**src/rtl/dr_stage_pkg.sv**
```systemverilog
package dr_stage_pkg;

  // Two-rail code of one bit, packed as {t, f}
  typedef enum logic [1:0] {
    CODE_NULL  = 2'b00,
    CODE_FALSE = 2'b01,
    CODE_TRUE  = 2'b10,
    CODE_BAD   = 2'b11
  } rail_code_t;

  // Which wave the stage currently holds
  typedef enum logic {
    HOLD_NULL = 1'b0,
    HOLD_DATA = 1'b1
  } hold_state_t;

  function automatic rail_code_t to_code(input logic t, input logic f);
    return rail_code_t'({t, f});
  endfunction

endpackage

```
**src/rtl/dr_completion.sv**
```systemverilog
module dr_completion
  import dr_stage_pkg::*;
#(
  parameter int W = 8
) (
  input  logic [W-1:0] rail_t,
  input  logic [W-1:0] rail_f,
  output logic         all_data,
  output logic         all_null,
  output logic         any_bad
);

  logic [W-1:0] bit_data;
  logic [W-1:0] bit_null;
  logic [W-1:0] bit_bad;

  // Each bit is sorted into one of its three classes on its own
  for (genvar i = 0; i < W; i++) begin : g_bit
    rail_code_t code;
    always_comb begin
      code        = to_code(rail_t[i], rail_f[i]);
      bit_data[i] = (code == CODE_TRUE) || (code == CODE_FALSE);
      bit_null[i] = (code == CODE_NULL);
      bit_bad[i]  = (code == CODE_BAD);
    end
  end

  // A bad bit is in neither set, so it keeps the word from completing
  assign all_data = &bit_data;
  assign all_null = &bit_null;
  assign any_bad  = |bit_bad;

endmodule

```
**src/rtl/dr_wave_ctrl.sv**
```systemverilog
module dr_wave_ctrl
  import dr_stage_pkg::*;
(
  input  logic clk,
  input  logic rst,
  input  logic all_data,
  input  logic all_null,
  input  logic any_bad,
  input  logic dn_ack,
  output logic load_data,
  output logic load_null,
  output logic hold_ack,
  output logic err_flag
);

  hold_state_t state_q;

  always_comb begin
    load_data = 1'b0;
    load_null = 1'b0;
    unique case (state_q)
      HOLD_NULL: load_data = all_data && !dn_ack;
      HOLD_DATA: load_null = all_null &&  dn_ack;
      default:   ;
    endcase
  end

  always_ff @(posedge clk) begin
    if (rst) begin
      state_q  <= HOLD_NULL;
      err_flag <= 1'b0;
    end else begin
      if (load_data)     state_q <= HOLD_DATA;
      else if (load_null) state_q <= HOLD_NULL;
      if (any_bad)       err_flag <= 1'b1;
    end
  end

  assign hold_ack = (state_q == HOLD_DATA);

endmodule

```
**src/rtl/dr_word_reg.sv**
```systemverilog
module dr_word_reg #(
  parameter int W = 8
) (
  input  logic         clk,
  input  logic         rst,
  input  logic         load_data,
  input  logic         load_null,
  input  logic [W-1:0] d_t,
  input  logic [W-1:0] d_f,
  output logic [W-1:0] q_t,
  output logic [W-1:0] q_f
);

  always_ff @(posedge clk) begin
    if (rst || load_null) begin
      q_t <= '0;
      q_f <= '0;
    end else if (load_data) begin
      q_t <= d_t;
      q_f <= d_f;
    end
  end

endmodule

```
**src/rtl/dr_pipe_stage.sv**
```systemverilog
module dr_pipe_stage #(
  parameter int W = 8
) (
  input  logic         clk,
  input  logic         rst,
  input  logic [W-1:0] din_t,
  input  logic [W-1:0] din_f,
  input  logic         dn_ack,
  output logic         up_ack,
  output logic [W-1:0] dout_t,
  output logic [W-1:0] dout_f,
  output logic         err
);

  logic all_data, all_null, any_bad;
  logic load_data, load_null;

  dr_completion #(.W(W)) u_compl (
    .rail_t   (din_t),
    .rail_f   (din_f),
    .all_data (all_data),
    .all_null (all_null),
    .any_bad  (any_bad)
  );

  dr_wave_ctrl u_ctrl (
    .clk       (clk),
    .rst       (rst),
    .all_data  (all_data),
    .all_null  (all_null),
    .any_bad   (any_bad),
    .dn_ack    (dn_ack),
    .load_data (load_data),
    .load_null (load_null),
    .hold_ack  (up_ack),
    .err_flag  (err)
  );

  dr_word_reg #(.W(W)) u_reg (
    .clk       (clk),
    .rst       (rst),
    .load_data (load_data),
    .load_null (load_null),
    .d_t       (din_t),
    .d_f       (din_f),
    .q_t       (dout_t),
    .q_f       (dout_f)
  );

endmodule

```
**config.mk**
```make
export PLATFORM = sky130hd
export DESIGN_NAME = dr_pipe_stage
export DESIGN_NICKNAME = d
export VERILOG_FILES = /design/src/rtl/dr_stage_pkg.sv /design/src/rtl/dr_completion.sv /design/src/rtl/dr_wave_ctrl.sv /design/src/rtl/dr_word_reg.sv /design/src/rtl/dr_pipe_stage.sv
export SDC_FILE = /design/constraint.sdc
export NUM_CORES = 1
export LEC_CHECK = 0
export BUFFER_PORTS_ARGS = -buffer_cell sky130_fd_sc_hd__buf_2
export CORE_UTILIZATION = 45
export DETAILED_ROUTE_END_ITERATION = 8
export PLACE_DENSITY = 0.84
export SLEW_MARGIN = 20
export SYNTH_ARGS = -nofsm -noshare
export SYNTH_HDL_FRONTEND = slang
export SYNTH_SLANG_ARGS = --single-unit
export TNS_END_PERCENT = 5
```
**constraint.sdc**
```tcl
create_clock -name clk -period 1.3 [get_ports clk]
set_input_delay 0.13 -clock clk [delete_from_list [all_inputs] [get_ports clk]]
set_output_delay 0.13 -clock clk [all_outputs]
set_load 0.05 [all_outputs]
```
==> metrics, run 1 <==
initial antenna violation count 0; hold violation count in the final report 0; IO buf count 36; Arrival @ worst endpoint 1.43 ns; hold_ws 0.2161 ns; Distinct cells, synth 23; drt first pass iters 4; Post-synth EDFFs 0; status completed; cell accounting for the most synthesized area dfxtp_1; Max-slew headroom 80.19%; dominant cells by area after synthesis dfxtp_1, ha_1, o31ai_1; Netlist Area Pre-Place 1140 um2; M2 GR Usage 47.05%; commonest register cell after synthesis dfxtp_1; post-synth top area share 31.61%; routed vias 1173; final slew viol count 0; Mapped Cells 127; GR Layer Usage met3 6.087%; I/O pin count 37; post-route ant nets 0; #FFs+latches synth 18; Ys Warns 0; GP Congestion 0.7870; total gr overflow 0; syn nets 162; clk_skew 0.008265 ns; maximum root-to-sink buffer count 2; Area Growth Syn to Fin 39.19%; min Tclk post-route 1.245 ns; die height 52.33 um; Avg Synthesized Cell Area 8.975 um2; DIE WIDTH 52.33 um; Synth async-reset ratio 0%; most common cell in the netlist dfxtp_1; CP required 1.49 ns; pin count of the biggest net entering global routing 18; area occupied by multi-input gates 650.6 um2; Fmax 0.8032 GHz; leakage power 0.7961 nW; top cells by count, synth dfxtp_1, a21oi_1, inv_1, o31ai_1; Setup Viol. Count Final 0; area of the core 2297 um2; # rows 17; wire per inst 13.80 um; final period utilization 95.77%; P per Cell Area 763.0 nW/um2; worst skew pair latency 0.30 ns; Worst-Margin Slew 0.2961 ns; Max Cap Viol 0; RSZ-0062 raised after global routing no; R2R setup slack 0.05 ns; initial core utilization 49.62%; share of cells above drive strength 1 39.56%; fin nets 218; Clock Sinks 18; grt met1 use 25.96%; dpl hpwl 2.291 mm; crit-path max FO 16; register area 364.1 um2; Vias/cell 5.586; clk root buf clkbuf_4; worst vdd ir 0.001003 V; WL final 2.898 mm; first-pass GRT wire length 4.885 mm; H-tree Lvls 1; Reg clk slew, reported paths 0.11 ns; Initial DRC Count 26; Fillers 197; vias in the first global route 1162; hold crit path type input pin to flip-flop; kind of critical path flip-flop to flip-flop; setup tns final 0 ns; CP Capture Type flip-flop; register area share after synthesis 31.61%; n_diodes 0; post-CTS setup buffer count 0; CTS tree built; total CTS buffers 3; GR peak layer met2; Die Area 2738 um2; DRC viols 0; CP startpoint kind flip-flop; gr usage total 24.65%
==> flip-flops by register name, indices dropped and copies added (netlist names) <==
signal           flops
u_ctrl.err_flag      1
u_ctrl.hold_ack      1
u_reg.q_f            8
u_reg.q_t            8
==> where the power goes <==
group	leakage, nW	switching, mW	internal (mW)
combinational	0.629	0.166	0.141
clock	0.0210	0.179	0.171
sequential	0.146	0.00183	0.552
total	0.796	0.346	0.864
==> stage by stage <==
step                      power [mW]  worst slack (ns)  std cells  util (%)  cell area (um2)
after global routing           1.267           0.01530        210     69.06             1587
after detailed placement      0.8680           -0.1152        205     66.99             1539
final                          1.210           0.05499        210     69.06             1587
after CTS                      1.222           0.07142        210     69.01             1585
after floorplan               0.7175           0.03475        127         -             1144
after global placement        0.8555          -0.06590        205     66.99             1539
==> critical path, stage by stage (launching register included) <==
cell and delay, ns:
dfxtp_4 0.37, nand4b_2 0.23, buf_12 0.18, o31ai_1 0.24, a21oi_1 0.11
==> placed cells by master, fill, tap and decap left out, types with 2 or more instances in the layout <==
cell	n
buf_2	36
buf_4	19
inv_1	17
o31ai_1	17
a21oi_1	17
dfxtp_1	17
nand4_1	16
ha_1	16
buf_12	5
clkbuf_4	3
nand2_1	2
nand4b_2	2
nand3_1	2
==> layer usage <==
layer | share of wire [%] | up-vias
li1 | - | 580
met1 | 40 | 558
met2 | 54 | 33
met3 | 5.1 | 2
met4 | 0.45 | 0
met5 | 0 | -
==> repair_timing <==
action	4_1_cts	5_1_grt
resized for setup	0	1
hold endpoints to repair	2	0
setup endpoints to repair	0	1
hold buffers	1	0
==> cell type report <==
class	count	area share (%)
inverters	18	4.259
multi-input cells	81	41.01
well taps	28	2.208
flip-flops and latches	18	22.95
clock buffers	4	2.287
repair buffers	61	27.29
==> cell families after synthesis <==
family,after synthesis,synth area share (%)
AO/OA/AOI/OAI,36,21.62
adder cells (fa/ha/maj),16,17.56
buffers and inverters,28,11.41
flip-flops,18,31.61
AND/OR/NAND/NOR,29,17.78
==> final timing paths <==
| kind | startpoint | end | cells after the start |
|---|---|---|---|
| worst max-delay path | u_ctrl.hold_ack | u_reg.q_t[1] | 4 |
| worst min-delay path | din_f[0] | u_reg.q_f[0] | 4 |
| worst max register to register | u_ctrl.hold_ack | u_reg.q_t[1] | 4 |
| worst min register to register | u_reg.q_t[4] | u_reg.q_t[4] | 2 |
(Power assumes the default switching activity.)
==> run 2: changes to the inputs <==
- clock period: 1.3 -> 1.1 ns (I/O delays scaled with it)
==> run 2 against run 1 <==
  * The flow now finishes with violations (setup timing)
  * Final cell count stayed put
  * Non-clock buffer count is 2 lower
  * Critical path depth is 1 lower
  * Core utilization is 3.5 points higher
  * Maximum frequency is 7.1% higher
  * Register-to-register slack worse by 0.12 ns
  * Global-route usage is 4.0 points higher
  * Wire length is 25% higher
  * Largest cell class unchanged
==> metrics, run 2 (synthesis results as in run 1) <==
first-pass GRT wire length 5.664 mm (+16%); CP Capture Type flip-flop; worst skew pair latency 0.31 ns (about the same); post-route ant nets 0 (unchanged); fin nets 218 (unchanged); clk_skew 0.003544 ns (-0.004721 ns); kind of critical path flip-flop to flip-flop; Cell Count, Final, Fillers Out 210 (unchanged); Max Cap Viol 0 (unchanged); most frequent cells in the layout buf_2, buf_4, dfxtp_1; initial antenna violation count 0 (unchanged); Worst-Margin Slew 0.3281 ns (+0.03199 ns); n_diodes 0 (unchanged); initial core utilization 49.62% (unchanged); dpl hpwl 2.469 mm (+7.8%); wire per inst 17.21 um (+25%); H-tree Lvls 1 (unchanged); gr usage total 28.65% (+4.0 points); leakage power 0.8042 nW (+1.0%); commonest non-fill, non-tap cell in the layout buf_2; vias in the first global route 1274 (+9.6%); failing checks setup timing; CTS tree built; DIE WIDTH 52.33 um (unchanged); drt first pass iters 4 (unchanged); die height 52.33 um (unchanged); Arrival @ worst endpoint 1.42 ns (about the same); DRC viols 0 (unchanged); total gr overflow 0 (unchanged); biggest regs u_reg.q_f (8), u_reg.q_t (8); Die Area 2738 um2 (unchanged); status complete, but fails checks; maximum root-to-sink buffer count 2 (unchanged); Clock Sinks 18 (unchanged); worst vdd ir 0.0008143 V (-19%); Setup Viol. Count Final 17 (+17); # rows 17 (unchanged); Area Growth Syn to Fin 46.32%; CP required 1.35 ns (-0.14 ns); final period utilization 105.7% (+9.9 points); area of the core 2297 um2 (unchanged); P per Cell Area 905.2 nW/um2 (+19%); I/O pin count 37 (unchanged); Final Power 1.510 mW (+25%); hold crit path type input pin to flip-flop; CP startpoint kind flip-flop; final setup margin -0.06216 ns (-0.1171 ns); WL final 3.615 mm (+25%); total CTS buffers 3 (unchanged); post-CTS setup buffer count 0 (unchanged); Fmax 0.8605 GHz (+7.1%); share of cells above drive strength 1 45.60% (+6.0 points); pin count of the biggest net entering global routing 18 (unchanged); GP Congestion 0.8079 (+2.7%); clk root buf clkbuf_4; Initial DRC Count 51 (+96%); hold violation count in the final report 0 (unchanged); hold_ws 0.1877 ns (-0.02842 ns); final slew viol count 0 (unchanged); Vias/cell 6.152 (+10%); IO buf count 36 (unchanged); min Tclk post-route 1.162 ns (-0.08285 ns); Reg clk slew, reported paths 0.11 ns (about the same); Max-slew headroom 78.13% (-2.1 points); placed cells 203 (-0.98%); routed vias 1292 (+10%); crit-path max FO 8 (-8); RSZ-0062 raised after global routing yes
==> run 2: repair_timing <==
| item | in CTS | in global routing |
|---|---|---|
| gates resized for setup | 6 | 5 |
| pin swaps | 1 | 2 |
| hold endpoints to repair | 2 | 0 |
| cloned | 2 | 0 |
| hold buffers | 1 | 0 |
| setup endpoints to repair | 17 | 18 |
==> run 2: final timing paths <==
path             endpoint  slack (ns)  cells after the start             from
min reg2reg  u_reg.q_f[5]        0.48                      2     u_reg.q_f[5]
min          u_reg.q_f[7]        0.19                      4         din_f[7]
max          u_reg.q_t[4]       -0.06                      3  u_ctrl.hold_ack
max reg2reg  u_reg.q_t[4]       -0.06                      3  u_ctrl.hold_ack
==> run 2: cell type report <==
class / count / area [um2]
flip-flops and latches: 18 / 364.1
repair buffers: 59 / 409.1
multi-input cells: 83 / 755.7
clock buffers: 4 / 36.28
fillers: 168 / 629.4
inverters: 18 / 67.56
well taps: 28 / 35.03
==> run 2: stage by stage <==
| step | setup WS, ns | instance area [um2] | util [%] | TNS (ns) |
|---|---|---|---|---|
| finish | -0.06216 | 1668 | 72.60 | -0.8171 |
| CTS | -0.05368 | 1649 | 71.79 | -0.6763 |
| detailed placement | -0.3689 | 1550 | 67.48 | -5.585 |
| global placement | -0.2726 | 1550 | 67.48 | -4.145 |
| global route | -0.1203 | 1668 | 72.60 | -1.688 |
| floorplan | -0.1201 | 1186 | - | -1.293 |
==> run 2: metal layers <==
| metal | up-vias | part of all wire, % | track usage (%) |
|---|---|---|---|
| li1 | 584 | - | - |
| met1 | 619 | 37 | 30.76 |
| met2 | 73 | 51 | 48.95 |
| met3 | 16 | 7.7 | 6.957 |
| met4 | 0 | 4.0 | 19.30 |
| met5 | - | 0 | 0 |
==> run 2: power breakdown <==
part	leakage, nW	internal [mW]	switching (mW)
clock network	0.0210	0.202	0.233
logic	0.637	0.177	0.241
registers	0.146	0.653	0.00275
==> run 2: worst max-delay path, cell delays in order, from the launching register on <==
cell	delay (ns)
dfxtp_4	0.39
and4b_4	0.41
nand4_1	0.16
a21oi_2	0.15
==> run 3: changes to the inputs <==
- CORE_UTILIZATION: 45 -> 53
- PLACE_DENSITY: 0.84 -> 0.92
- clock period: 1.1 -> 1.45 ns (I/O delays scaled with it)
==> run 3 against run 2 <==
  * Register-to-register slack improved by 0.28 ns
  * Largest cell class unchanged
  * Combinational power shrank 47%
  * Highest routed layer unchanged
  * Maximum frequency decreased by 5.6%
  * Clock power fell by 25%
  * Total power fell by 31%
  * Clock skew up 0.0011 ns
  * Die area is 15% lower
  * Sequential power shrank 24%
  * Final cell count is 10% lower
  * The flow now finishes without violations
==> metrics, run 3 (synthesis results as in run 1) <==
status completed; post-route ant nets 0 (unchanged); Buf/Inv on CP 1 (+1); Post-CTS Hold Fix Bufs 1 (unchanged); leakage power 0.6933 nW (-14%); initial core utilization 57.51% (+7.9 points); biggest regs u_reg.q_f (8), u_reg.q_t (8); I/O pin count 37 (unchanged); DIE WIDTH 48.38 um (-7.6%); n_diodes 0 (unchanged); Fillers 153 (-8.9%); r2r worst-path depth 4 (+1); routed vias 1088 (-16%); post_cts resized 0 (-6); H-tree Lvls 1 (unchanged); DRC viols 0 (unchanged); Arrival @ worst endpoint 1.43 ns (about the same); gr usage total 25.20% (-3.4 points); placed cells 184 (-9.4%); worst vdd ir 0.0006933 V (-15%); Vias/cell 5.757 (-6.4%); worst skew pair latency 0.31 ns (about the same); Setup Viol. Count Final 0 (-17); hold violation count in the final report 0 (unchanged); drt first pass iters 4 (unchanged); crit-path max FO 16 (+8); Setup crit start u_ctrl.hold_ack; first-pass GRT wire length 4.533 mm (-20%); # rows 16 (-1); IO buf count 36 (unchanged); final period utilization 84.91% (-21 points); vias in the first global route 1023 (-20%); wire per inst 14.98 um (-13%); min Tclk post-route 1.231 ns (+0.06909 ns); Worst-Margin Slew 0.5437 ns (+0.2156 ns); die height 48.38 um (-7.6%); critical path's largest stage delay 0.35 ns (-0.06 ns); Clock Sinks 18 (unchanged); Worst path top cell family by delay flip-flops; clk root buf clkbuf_4; most frequent cells in the layout buf_2, inv_1, o31ai_1, a21oi_1, dfxtp_1; share of cells above drive strength 1 31.48% (-14 points); Area Growth Syn to Fin 24.48%; reg2reg end u_reg.q_f[2]; dpl hpwl 2.141 mm (-13%); Reg clk slew, reported paths 0.11 ns (about the same); Max Cap Viol 0 (unchanged); post-CTS setup buffer count 0 (unchanged); Worst path depth 4 (+1); hold depth 3 (-1); Cell Count, Final, Fillers Out 189 (-10%); commonest non-fill, non-tap cell in the layout buf_2; CP required 1.65 ns (+0.30 ns); fin area 1419 um2 (-15%); CP startpoint kind flip-flop; R2R setup slack 0.22 ns (+0.28 ns); CP Capture Type flip-flop; pin count of the biggest net entering global routing 18 (unchanged); reg-to-reg critical path startpoint u_ctrl.hold_ack; total gr overflow 0 (unchanged); clk_skew 0.004675 ns (+0.001130 ns); crit path to u_reg.q_f[2]; RSZ-0062 raised after global routing no; total CTS buffers 3 (unchanged); Cell Chain, Critical Path nand4b_2 > buf_12 > o31ai_1 > a21oi_1; initial antenna violation count 0 (unchanged); CTS tree built; CP max-delay cell dfxtp_2; WL final 2.831 mm (-22%); kind of critical path flip-flop to flip-flop; Fmax 0.8122 GHz (-5.6%); area of the core 1982 um2 (-14%); P per Cell Area 738.0 nW/um2 (-18%); GP Congestion 0.9014 (+12%); Placement Cell Area 1373 um2 (-11%); maximum root-to-sink buffer count 2 (unchanged); Die Area 2340 um2 (-15%); Initial DRC Count 30 (-41%); Max-slew headroom 63.75% (-14 points); final slew viol count 0 (unchanged); fin nets 198 (-9.2%); hold crit path type input pin to flip-flop
[run 3: cell count changes in the layout (fill, tap and decap cells not counted), sizes merged]
cell,delta
nand4b,-1
and4b,-1
buf,-18
[run 3: report_power, final]
| part | total [mW] | switching [mW] | internal (mW) |
|---|---|---|---|
| clock | 0.325 | 0.172 | 0.154 |
| sequential | 0.499 | 0.00154 | 0.497 |
| combinational | 0.223 | 0.142 | 0.0817 |
| total | 1.05 | 0.315 | 0.732 |
[run 3: final cells by class]
type / instances / area [um2] / area share [%]
multi-input combinational: 81 / 649.4 / 45.77
timing repair buffer: 41 / 270.3 / 19.05
inverter: 18 / 67.56 / 4.762
sequential: 18 / 361.6 / 25.49
tap: 27 / 33.78 / 2.381
clock buffer: 4 / 36.28 / 2.557
[run 3: worst min path at each step]
stage | from | to | slack [ns]
finish | din_t[3] | u_reg.q_t[3] | 0.11
floorplan | rst | u_ctrl.hold_ack | 0.21
global placement | rst | u_ctrl.hold_ack | 0.33
CTS | din_t[3] | u_reg.q_t[3] | 0.10
detailed placement | rst | u_ctrl.hold_ack | 0.33
global route | din_t[3] | u_reg.q_t[3] | 0.11
[run 3: metrics by stage]
| step | hold WS, ns | worst slack (ns) | setup TNS [ns] | utilization (%) | power, mW |
|---|---|---|---|---|---|
| after global routing | 0.1098 | 0.1089 | 0 | 71.59 | 1.090 |
| after detailed placement | 0.3255 | -0.06869 | -0.3049 | 69.26 | 0.7285 |
| after CTS | 0.1046 | 0.2069 | 0 | 71.59 | 1.049 |
| final | 0.1089 | 0.2187 | 0 | 71.59 | 1.047 |
| after floorplan | 0.2067 | 0.05554 | 0 | - | 0.6450 |
| after global placement | 0.3324 | 0.05532 | 0 | 69.26 | 0.7129 |
[run 3: worst register-to-register path, cell delays in order (launching register included)]
cell,delay [ns]
dfxtp_2,0.35
nand4b_2,0.23
buf_12,0.18
o31ai_1,0.24
a21oi_1,0.11
[run 3: per-layer routing]
metal	vias up	GRT usage, %	share of wire [%]
li1	539	-	-
met4	0	7.843	1.1
met5	-	0	0
met1	510	27.08	40
met3	3	5.660	6.1
met2	36	48.36	53
